--- src/rtl/pkhys_pkg.sv ---
package pkhys_pkg;

   // Tracking phase: climbing follows maxima, falling follows minima.
   typedef enum logic {
      PH_FALL  = 1'b0,
      PH_CLIMB = 1'b1
   } phase_e;

endpackage

--- src/rtl/pkhys_decide.sv ---
// Combinational switching decision: distance of the sample back from the
// held peak against the active hysteresis, computed with guard bits.
module pkhys_decide #(
   parameter int SMP_W = 12,
   parameter int HYS_W = 11
) (
   input  logic             climb,
   input  logic [SMP_W-1:0] trk,
   input  logic [SMP_W-1:0] smp,
   input  logic [HYS_W-1:0] hyst,
   output logic             fire,
   output logic             advance,
   output logic [SMP_W-1:0] gap
);
   localparam int EXT_W = SMP_W + 2;

   logic signed [EXT_W-1:0] trk_x;
   logic signed [EXT_W-1:0] smp_x;
   logic signed [EXT_W-1:0] hys_x;
   logic signed [EXT_W-1:0] back;

   always_comb begin
      trk_x   = {{2{trk[SMP_W-1]}}, trk};
      smp_x   = {{2{smp[SMP_W-1]}}, smp};
      hys_x   = {{(EXT_W-HYS_W){1'b0}}, hyst};
      back    = climb ? (trk_x - smp_x) : (smp_x - trk_x);
      fire    = back > hys_x;
      advance = back < 0;
      // Modular difference is exact whenever advance is set.
      gap     = climb ? (smp - trk) : (trk - smp);
   end

endmodule

--- src/rtl/pkhys_thr_latch.sv ---
// Holds the hysteresis of the current phase; loads it only at phase start.
module pkhys_thr_latch #(
   parameter int HYS_W = 11
) (
   input  logic             clk,
   input  logic             rst_n,
   input  logic             acc,
   input  logic             fire,
   input  logic             to_climb,
   input  logic [HYS_W-1:0] op_hys,
   input  logic [HYS_W-1:0] rl_hys,
   output logic [HYS_W-1:0] hyst_eff
);
   logic             arm_q;
   logic [HYS_W-1:0] hold_q;

   always_ff @(posedge clk or negedge rst_n) begin
      if (!rst_n) begin
         arm_q  <= 1'b1;
         hold_q <= '0;
      end else if (acc) begin
         arm_q <= 1'b0;
         if (fire) begin
            hold_q <= to_climb ? op_hys : rl_hys;
         end else if (arm_q) begin
            hold_q <= op_hys;
         end
      end
   end

   assign hyst_eff = arm_q ? op_hys : hold_q;

   // arming is consumed by the first accepted sample
   p_arm_clear_r7: assert property (@(posedge clk) disable iff (!rst_n)
      acc |=> !arm_q);

   // no threshold load away from a phase start
   p_hold_quiet_r7: assert property (@(posedge clk) disable iff (!rst_n)
      (!acc || (!fire && !arm_q)) |=> $stable(hold_q));

endmodule

--- src/rtl/pkhys_tracker.sv ---
// Tracking register: slews toward the sample by a bounded step.
module pkhys_tracker #(
   parameter int SMP_W    = 12,
   parameter int STEP_MAX = 32
) (
   input  logic             clk,
   input  logic             rst_n,
   input  logic             move,
   input  logic             up,
   input  logic [SMP_W-1:0] gap,
   output logic [SMP_W-1:0] trk_q
);
   logic [SMP_W-1:0] delta;
   logic [SMP_W-1:0] nxt;

   generate
      if (STEP_MAX == 0) begin : g_free
         always_comb delta = gap;
      end else begin : g_slew
         localparam logic [SMP_W-1:0] STEP_V = SMP_W'(STEP_MAX);
         always_comb delta = (gap > STEP_V) ? STEP_V : gap;

         // one sample moves the tracker by at most the step
         p_step_bound_r2: assert property (@(posedge clk) disable iff (!rst_n)
            ((int'($signed(trk_q)) - int'($signed($past(trk_q)))) <= STEP_MAX) &&
            ((int'($signed(trk_q)) - int'($signed($past(trk_q)))) >= -STEP_MAX));
      end
   endgenerate

   always_comb nxt = up ? (trk_q + delta) : (trk_q - delta);

   always_ff @(posedge clk or negedge rst_n) begin
      if (!rst_n) begin
         trk_q <= '0;
      end else if (move) begin
         trk_q <= nxt;
      end
   end

endmodule

--- src/rtl/pkhys_switch.sv ---
module pkhys_switch
   import pkhys_pkg::*;
#(
   parameter int SMP_W    = 12,
   parameter int HYS_W    = 11,
   parameter int STEP_MAX = 32
) (
   input  logic             clk,
   input  logic             rst_n,
   input  logic             en,
   input  logic             smp_vld,
   input  logic [SMP_W-1:0] smp,
   input  logic [HYS_W-1:0] op_hys,
   input  logic [HYS_W-1:0] rl_hys,
   output logic             sw_out,
   output logic             edge_pulse,
   output logic             rise_pulse,
   output logic [SMP_W-1:0] trk_val
);
   // Elaboration-time parameter checks
   generate
      if (SMP_W < 4) begin : g_bad_smp
         $error("pkhys_switch: SMP_W must be at least 4");
      end
      if (HYS_W < 1 || HYS_W > SMP_W) begin : g_bad_hys
         $error("pkhys_switch: HYS_W must lie in 1..SMP_W");
      end
      if (STEP_MAX < 0 || STEP_MAX >= (1 << (SMP_W-1))) begin : g_bad_step
         $error("pkhys_switch: STEP_MAX out of range");
      end
   endgenerate

   phase_e           phase_q;
   logic             acc;
   logic             climb;
   logic             fire;
   logic             advance;
   logic [SMP_W-1:0] gap;
   logic [HYS_W-1:0] hyst_eff;
   logic             edge_q;
   logic             rise_q;

   assign acc   = en & smp_vld;
   assign climb = (phase_q == PH_CLIMB);

   pkhys_decide #(.SMP_W(SMP_W), .HYS_W(HYS_W)) u_decide (
      .climb   (climb),
      .trk     (trk_val),
      .smp     (smp),
      .hyst    (hyst_eff),
      .fire    (fire),
      .advance (advance),
      .gap     (gap)
   );

   pkhys_thr_latch #(.HYS_W(HYS_W)) u_thr (
      .clk      (clk),
      .rst_n    (rst_n),
      .acc      (acc),
      .fire     (fire),
      .to_climb (!climb),
      .op_hys   (op_hys),
      .rl_hys   (rl_hys),
      .hyst_eff (hyst_eff)
   );

   pkhys_tracker #(.SMP_W(SMP_W), .STEP_MAX(STEP_MAX)) u_trk (
      .clk   (clk),
      .rst_n (rst_n),
      .move  (acc & advance),
      .up    (climb),
      .gap   (gap),
      .trk_q (trk_val)
   );

   always_ff @(posedge clk or negedge rst_n) begin
      if (!rst_n) begin
         phase_q <= PH_CLIMB;
         edge_q  <= 1'b0;
         rise_q  <= 1'b0;
      end else begin
         edge_q <= acc & fire;
         rise_q <= acc & fire & !climb;
         if (acc & fire) begin
            phase_q <= climb ? PH_FALL : PH_CLIMB;
         end
      end
   end

   assign sw_out     = climb;
   assign edge_pulse = edge_q;
   assign rise_pulse = rise_q;

   // reset leaves the switch high with the tracker at zero
   p_reset_state_r1: assert property (@(posedge clk)
      !rst_n |=> (sw_out && (trk_val == '0) && !edge_pulse));

   // an edge pulse always accompanies a level change
   p_edge_flip_r6: assert property (@(posedge clk) disable iff (!rst_n)
      edge_pulse |-> (sw_out != $past(sw_out)));

   // rise pulse only on a low-to-high change
   p_rise_sub_r6: assert property (@(posedge clk) disable iff (!rst_n)
      rise_pulse |-> (edge_pulse && sw_out));

   // idle cycles change nothing
   p_idle_hold_r8: assert property (@(posedge clk) disable iff (!rst_n)
      !(en && smp_vld) |=> ($stable(sw_out) && $stable(trk_val) && !edge_pulse));

   // climbing never carries the tracker past the sample
   p_no_pass_r2: assert property (@(posedge clk) disable iff (!rst_n)
      (acc && advance && climb) |=> ($signed(trk_val) <= $past($signed(smp))));

   // falling never carries the tracker below the sample
   p_no_pass_r4: assert property (@(posedge clk) disable iff (!rst_n)
      (acc && advance && !climb) |=> ($signed(trk_val) >= $past($signed(smp))));

endmodule

--- config.mk ---
export PLATFORM = sky130hd
export DESIGN_NAME = pkhys_switch
export DESIGN_NICKNAME = d
export VERILOG_FILES = /design/src/rtl/pkhys_pkg.sv /design/src/rtl/pkhys_decide.sv /design/src/rtl/pkhys_thr_latch.sv /design/src/rtl/pkhys_tracker.sv /design/src/rtl/pkhys_switch.sv
export SDC_FILE = /design/constraint.sdc
export NUM_CORES = 1
export LEC_CHECK = 0
export BUFFER_PORTS_ARGS = -buffer_cell sky130_fd_sc_hd__buf_2
export CAP_MARGIN = 30
export CORE_MARGIN = 2
export CORE_UTILIZATION = 40
export CTS_BUF_LIST = sky130_fd_sc_hd__clkbuf_4
export CTS_CLUSTER_DIAMETER = 30
export DETAILED_ROUTE_END_ITERATION = 10
export PLACE_DENSITY_LB_ADDON = 0.3
export SYNTH_ARGS = -nofsm -noshare
export SYNTH_HDL_FRONTEND = slang
export SYNTH_SLANG_ARGS = --single-unit
--- constraint.sdc ---
create_clock -name clk -period 10.5 [get_ports clk]
set_input_delay 1.05 -clock clk [delete_from_list [all_inputs] [get_ports clk]]
set_output_delay 1.05 -clock clk [all_outputs]
set_load 0.005 [all_outputs]
# Word-level counts from Yosys, hierarchy flattened

Index checks and enable logic that the tools add are counted.
W data, S select, Z words.

Output and inout bits: 15
Logic and storage cells: 28
Flip-flop bits (word level): 27

Reduce and logical (&&, ||, !) cells: 1
Bitwise logic cells: 4
Order comparisons: 3
Multiplexer cells: 8
$add $sub $neg: 6

Operators with widths:

| kind                  | number |
|---|---|
| $mux W12              | 3 |
| $sub A12 B12 Y12      | 3 |
| $mux W11              | 3 |
| $sub A12 B12 Y13      | 2 |
| $gt A14 B12 Y1        | 1 |
| $lt A14 B1 Y1 const B | 1 |
| $mux W14              | 1 |
| $add A12 B12 Y12      | 1 |
| $gt A12 B6 Y1 const B | 1 |
| $and A1 B1 Y1         | 4 |
| $logic_not A1 Y1      | 1 |
| $mux W1               | 1 |

# Logic depth before layout (Yosys ltp)

Depth in word-level cells: 6
Gate-level depth with buffers: 27

# Cells and area by module

A second synthesis with hierarchy kept.

Cell total of the unflattened synthesis: 472
Area, all modules: 3862.5 um^2

By module, submodules not included:

| module          | seq. area each (um^2) | cells each | instances | area an instance (um^2) |
|---|---|---|---|---|
| pkhys_decide    | 0.0                   | 257        | 1         | 1767.9 |
| pkhys_tracker   | 300.3                 | 131        | 1         | 1201.2 |
| pkhys_thr_latch | 301.5                 | 75         | 1         | 774.5 |
| pkhys_switch    | 76.3                  | 9          | 1         | 118.9 |

# Worst setup path after synthesis

No wires, ideal clock.

Kind: in2reg
Start point: input port smp[0]
End point: register u_trk.trk_q[11]
Stages on the path: 26
Data required time: 10.365 ns
Path slack: 4.544 ns
Arrival: 5.821 ns
Cell sequence: inv_1 ha_1 inv_1 fa_1 a21o_1 a21oi_1 mux2i_1 xnor2_1 and3b_1 clkbuf_2 nor2_1 a221oi_4 nand2b_1 ha_1 or2_2 xor2_1 ha_1 o21ai_0 nor2_1 o31a_1 o21a_1 a31oi_1 nor3_1 a21oi_1 o211ai_1 nand4b_1

Longest elaborated chain between the ends: 6

Ends and longest elaborated chain:

| element                                                     | line                | source |
|---|---|---|
| start: declaration                                          | pkhys_switch.sv:12  | `input logic [SMP_W-1:0] smp,` |
| $sub A12 B12 Y12                                            | pkhys_decide.sv:30  | `gap = climb ? (smp - trk) : (trk - smp);` |
| $mux W12                                                    | pkhys_decide.sv:30  |  |
| $gt A12 B6 Y1                                               | pkhys_tracker.sv:21 | `always_comb delta = (gap > STEP_V) ? STEP_V : gap;` |
| $mux W12                                                    | pkhys_tracker.sv:21 |  |
| $sub A12 B12 Y12 / $add A12 B12 Y12 (equally long branches) | pkhys_tracker.sv:30 | `always_comb nxt = up ? (trk_q + delta) : (trk_q - delta);` |
| $mux W12                                                    | pkhys_tracker.sv:30 |  |
| end signal: assignment                                      | pkhys_tracker.sv:36 | `trk_q <= nxt;` |
| end: declaration                                            | pkhys_tracker.sv:11 | `output logic [SMP_W-1:0] trk_q` |

Parallel ways exist; a longest one is shown, timed or not.
A chain may end at the register's enable or synchronous reset.

# Worst setup path in the final report

Same ends and word-level chain as after synthesis.

==> flow_metrics.env <==
export IMPL_synth_area_mm2=0.003900
export IMPL_overflow=0
export IMPL_grt_pass1_wl_um=16960
export IMPL_drive_gt1_share_pct=16.15
export IMPL_area_growth_pct=10.52
export IMPL_die_area_mm2=0.01056
export IMPL_slowest_delay_ns=0.50
export IMPL_status="complete, no violations"
export IMPL_fin_crit_sh_pct=62.41
export IMPL_grt_pass1_vias=3412
export IMPL_tns_ns=0
export IMPL_worstSetupPathType="input port to flip-flop"
export IMPL_synth_top_area_cell="dfrtp_1"
export IMPL_required_ns=10.77
export IMPL_postSynthAreaPerCell_um2=8.159
export IMPL_fill_cells=999
export IMPL_vias_per_cell=5.668
export IMPL_cp_max_fo=9
export IMPL_ys_types=68
export IMPL_start_kind="input port"
export IMPL_numClockSinks=27
export IMPL_path_buf_inv=3
export IMPL_drt_wl_total_um=10340
export IMPL_syn_inst=478
export IMPL_synth_top_area_share_pct=16.04
export IMPL_max_freq_mhz=152.6
export IMPL_start_util_pct=40.46
export IMPL_p_seq_share_pct=13.3
export IMPL_cts_tree="yes"
export IMPL_synthMuxAreaShare_pct=8.053
export IMPL_switching_power_uw=752.4
export IMPL_io_pin_count=53
export IMPL_crit_arrival_ns=6.82
export IMPL_h_tree_depth=1
export IMPL_irDropWorstVdd_v=0.0001635
export IMPL_drt_wirelength_per_cell_um=15.98
export IMPL_synth_compound_area_share_pct=26.50
export IMPL_endpoint_kind="flip-flop"
export IMPL_synth_edf_count=0
export IMPL_p_leak_nw=1.981
export IMPL_antenna_cells=0
export IMPL_clockPowerShare_pct=3.9
export IMPL_synthXorXnorAreaFrac_pct=6.064
export IMPL_vias=3667
export IMPL_post_cts_setup_buffer_count=0
export IMPL_clkLatencyLatePin_ns=0.36
export IMPL_slew_headroom_pct=53.46
export IMPL_postCtsHoldBufs=0
export IMPL_synth_top_family_by_area="compound AO/OA/AOI/OAI gates"
export IMPL_drcViolationCount=0
export IMPL_core_mm2=0.009639
export IMPL_p_int_uw=644.2
export IMPL_cts_resized=0
export IMPL_drt_initial_drc_count=236
export IMPL_timing_hold_violations_final=0
export IMPL_path_clk_slew_ns=0.20
export IMPL_ys_ff_latch=27
export IMPL_maxCapViolCount=0
export IMPL_die_y_um=102.7
export IMPL_yosys_top_cells_area="dfrtp_1 16%, ha_1 16%, mux2i_1 7.2%"
export IMPL_cp_common_cell="ha_1"
export IMPL_final_nets=605
export IMPL_antenna_found_initial=0
export IMPL_fp_row_count=36
export IMPL_die_x_um=102.7
export IMPL_power_density_mw_per_mm2=324.0
export IMPL_io_buffer_count=52
export IMPL_grt_util_all_layers_pct=20.20
export IMPL_fin_cells=647
export IMPL_period_needed_ns=6.554
export IMPL_power_frac_comb_pct=82.8
export IMPL_place_hpwl_um=8027
export IMPL_ys_async_sr_fraction_pct=100.0
export IMPL_ys_warn_count=0
export IMPL_dr_pass1_iters=6
export IMPL_slowest_stage="a31oi_1"
export IMPL_fin_util_pct=44.72
export IMPL_min_path_type="flip-flop to flip-flop"
export IMPL_yosysSeqAreaShare_pct=17.39
export IMPL_setup_viol=0
export IMPL_fin_skew_ns=0.02386
export IMPL_synth_fp_nets=568
export IMPL_drtAntennaViolNets=0
export IMPL_swShare_pct=53.88
export IMPL_cts_max_path_buffers=2
export IMPL_worst_pin_slew_ns=0.6981
export IMPL_dp_cells=642
export IMPL_synth_fa_ha_area_share_pct=17.26
export IMPL_grt_start_max_net_pins=51
export IMPL_synthFlopType="dfrtp_1"
export IMPL_cts_root_buf="clkbuf_4"
export IMPL_drv_slew=0
export IMPL_cts_buffers=3
export IMPL_grt_setup_unrepaired="false"
export IMPL_crit_family="compound AO/OA/AOI/OAI gates"
export IMPL_synthSimpleGateAreaFrac_pct=18.61
export IMPL_gp_congestion=0.9518
-- state kept, by name, summed over array words and instances (netlist names) --
name and cells:
u_thr.hold_q 11, u_thr.arm_q 1, u_trk.trk_q 12, edge_pulse 1, rise_pulse 1, sw_out 1
-- power groups by stage --
stage	registers (mW)	clock network [mW]	logic, mW
global route	0.192	0.0621	1.29
detailed placement	0.188	0	1.13
floorplan	0.183	0	0.890
finish	0.186	0.0546	1.16
global placement	0.187	0	1.11
CTS	0.185	0.0583	1.14
-- worst register-to-register path: cells and delay by family (launching register included) --
family	cells	cell delay (ns)
XOR/XNOR	1	0.15
AND/OR/NAND/NOR	7	1.20
flip-flops	1	0.44
AO/OA/AOI/OAI	11	3.07
buffers and inverters	2	0.16
adder cells (fa/ha/maj)	4	1.19
-- synthesized netlist by cell type (all sizes together), types with 2 or more instances --
cell type and count:
ha 49, nand4 5, xnor2 15, a21boi 2, clkbuf 10, nand2 32, nand3b 2, o311ai 3
xor2 12, o211ai 7, or2 2, nor2 39, inv 33, a221oi 2, buf 14, o21ai 28
a21oi 34, nand4b 3, dfrtp 25, and2 3, a221o 12, nor4b 5, nor3 17, a21o 12
fa 3, o21ba 2, mux2 3, and3 2, o21a 8, nand3 13, nor2b 5, nor4 3
a211oi 6, a31oi 4, mux2i 28, dfstp 2, a41oi 5, o21bai 3, nand2b 6
-- cells in the final DEF, fill, tap and decap left out, types with 7 or more instances in the layout --
cell type and n:
o21ai_0 26, a221o_1 12, nand2_1 32, dfrtp_1 25
a21o_1 12, a21oi_1 34, buf_2 52, inv_1 33
o21a_1 7, mux2i_1 28, nor3_1 16, ha_1 49
nor2_1 39, xor2_1 12, nand3_1 13, xnor2_1 15
-- routing by layer --
metal  vias up  global-route usage (%)  share of wire, %  wire, µm
met5         -                       0                 0         0
met4         0                   4.352               1.4       148
met3        14                   2.169               4.9       508
met2        98                   34.19                46      4787
met1      1732                   27.91                47      4895
li1       1823                       -                 -         -
-- final timing paths --
path / end / cells after the start / slack [ns] / start
worst min-delay path: u_thr.hold_q[1] / 1 / 0.54 / u_thr.hold_q[1]
min in group asynchronous: u_thr.hold_q[0] / 1 / 0.70 / rst_n
worst min register to register: u_thr.hold_q[1] / 1 / 0.54 / u_thr.hold_q[1]
worst max-delay path: u_trk.trk_q[11] / 26 / 3.95 / smp[0]
max in group asynchronous: u_thr.hold_q[1] / 1 / 9.34 / rst_n
worst max register to register: u_trk.trk_q[11] / 25 / 4.21 / u_trk.trk_q[0]
-- final cells by class --
cell class,count,area [µm²],share of cell area [%]
clock inverters,1,7.507,0.1742
multi-input cells,393,2994,69.46
repair buffers,56,314.1,7.286
well taps,133,166.4,3.861
flip-flops and latches,27,678.2,15.73
clock buffers,3,22.52,0.5225
inverters,34,127.6,2.961
-- per-stage QoR --
stage	hold slack (ns)	worst slack, ns	power, mW	cell area [µm²]
6_report	0.5431	3.946	1.397	4310
5_1_grt	0.5647	3.412	1.548	4310
4_1_cts	0.5445	3.997	1.382	4299
3_5_place_dp	0.4978	3.590	1.319	4269
3_3_place_gp	0.4926	3.805	1.294	4242
2_1_floorplan	0.4762	4.544	1.073	3900
-- logic make-up after synthesis --
logic type               after synthesis
AO/OA/AOI/OAI                        140
flip-flops                            27
buffers and inverters                 58
adder cells (fa/ha/maj)               52
AND/OR/NAND/NOR                      143
XOR/XNOR                              27
multiplexers                          31
Note: power is estimated with default switching activity, not from simulation.
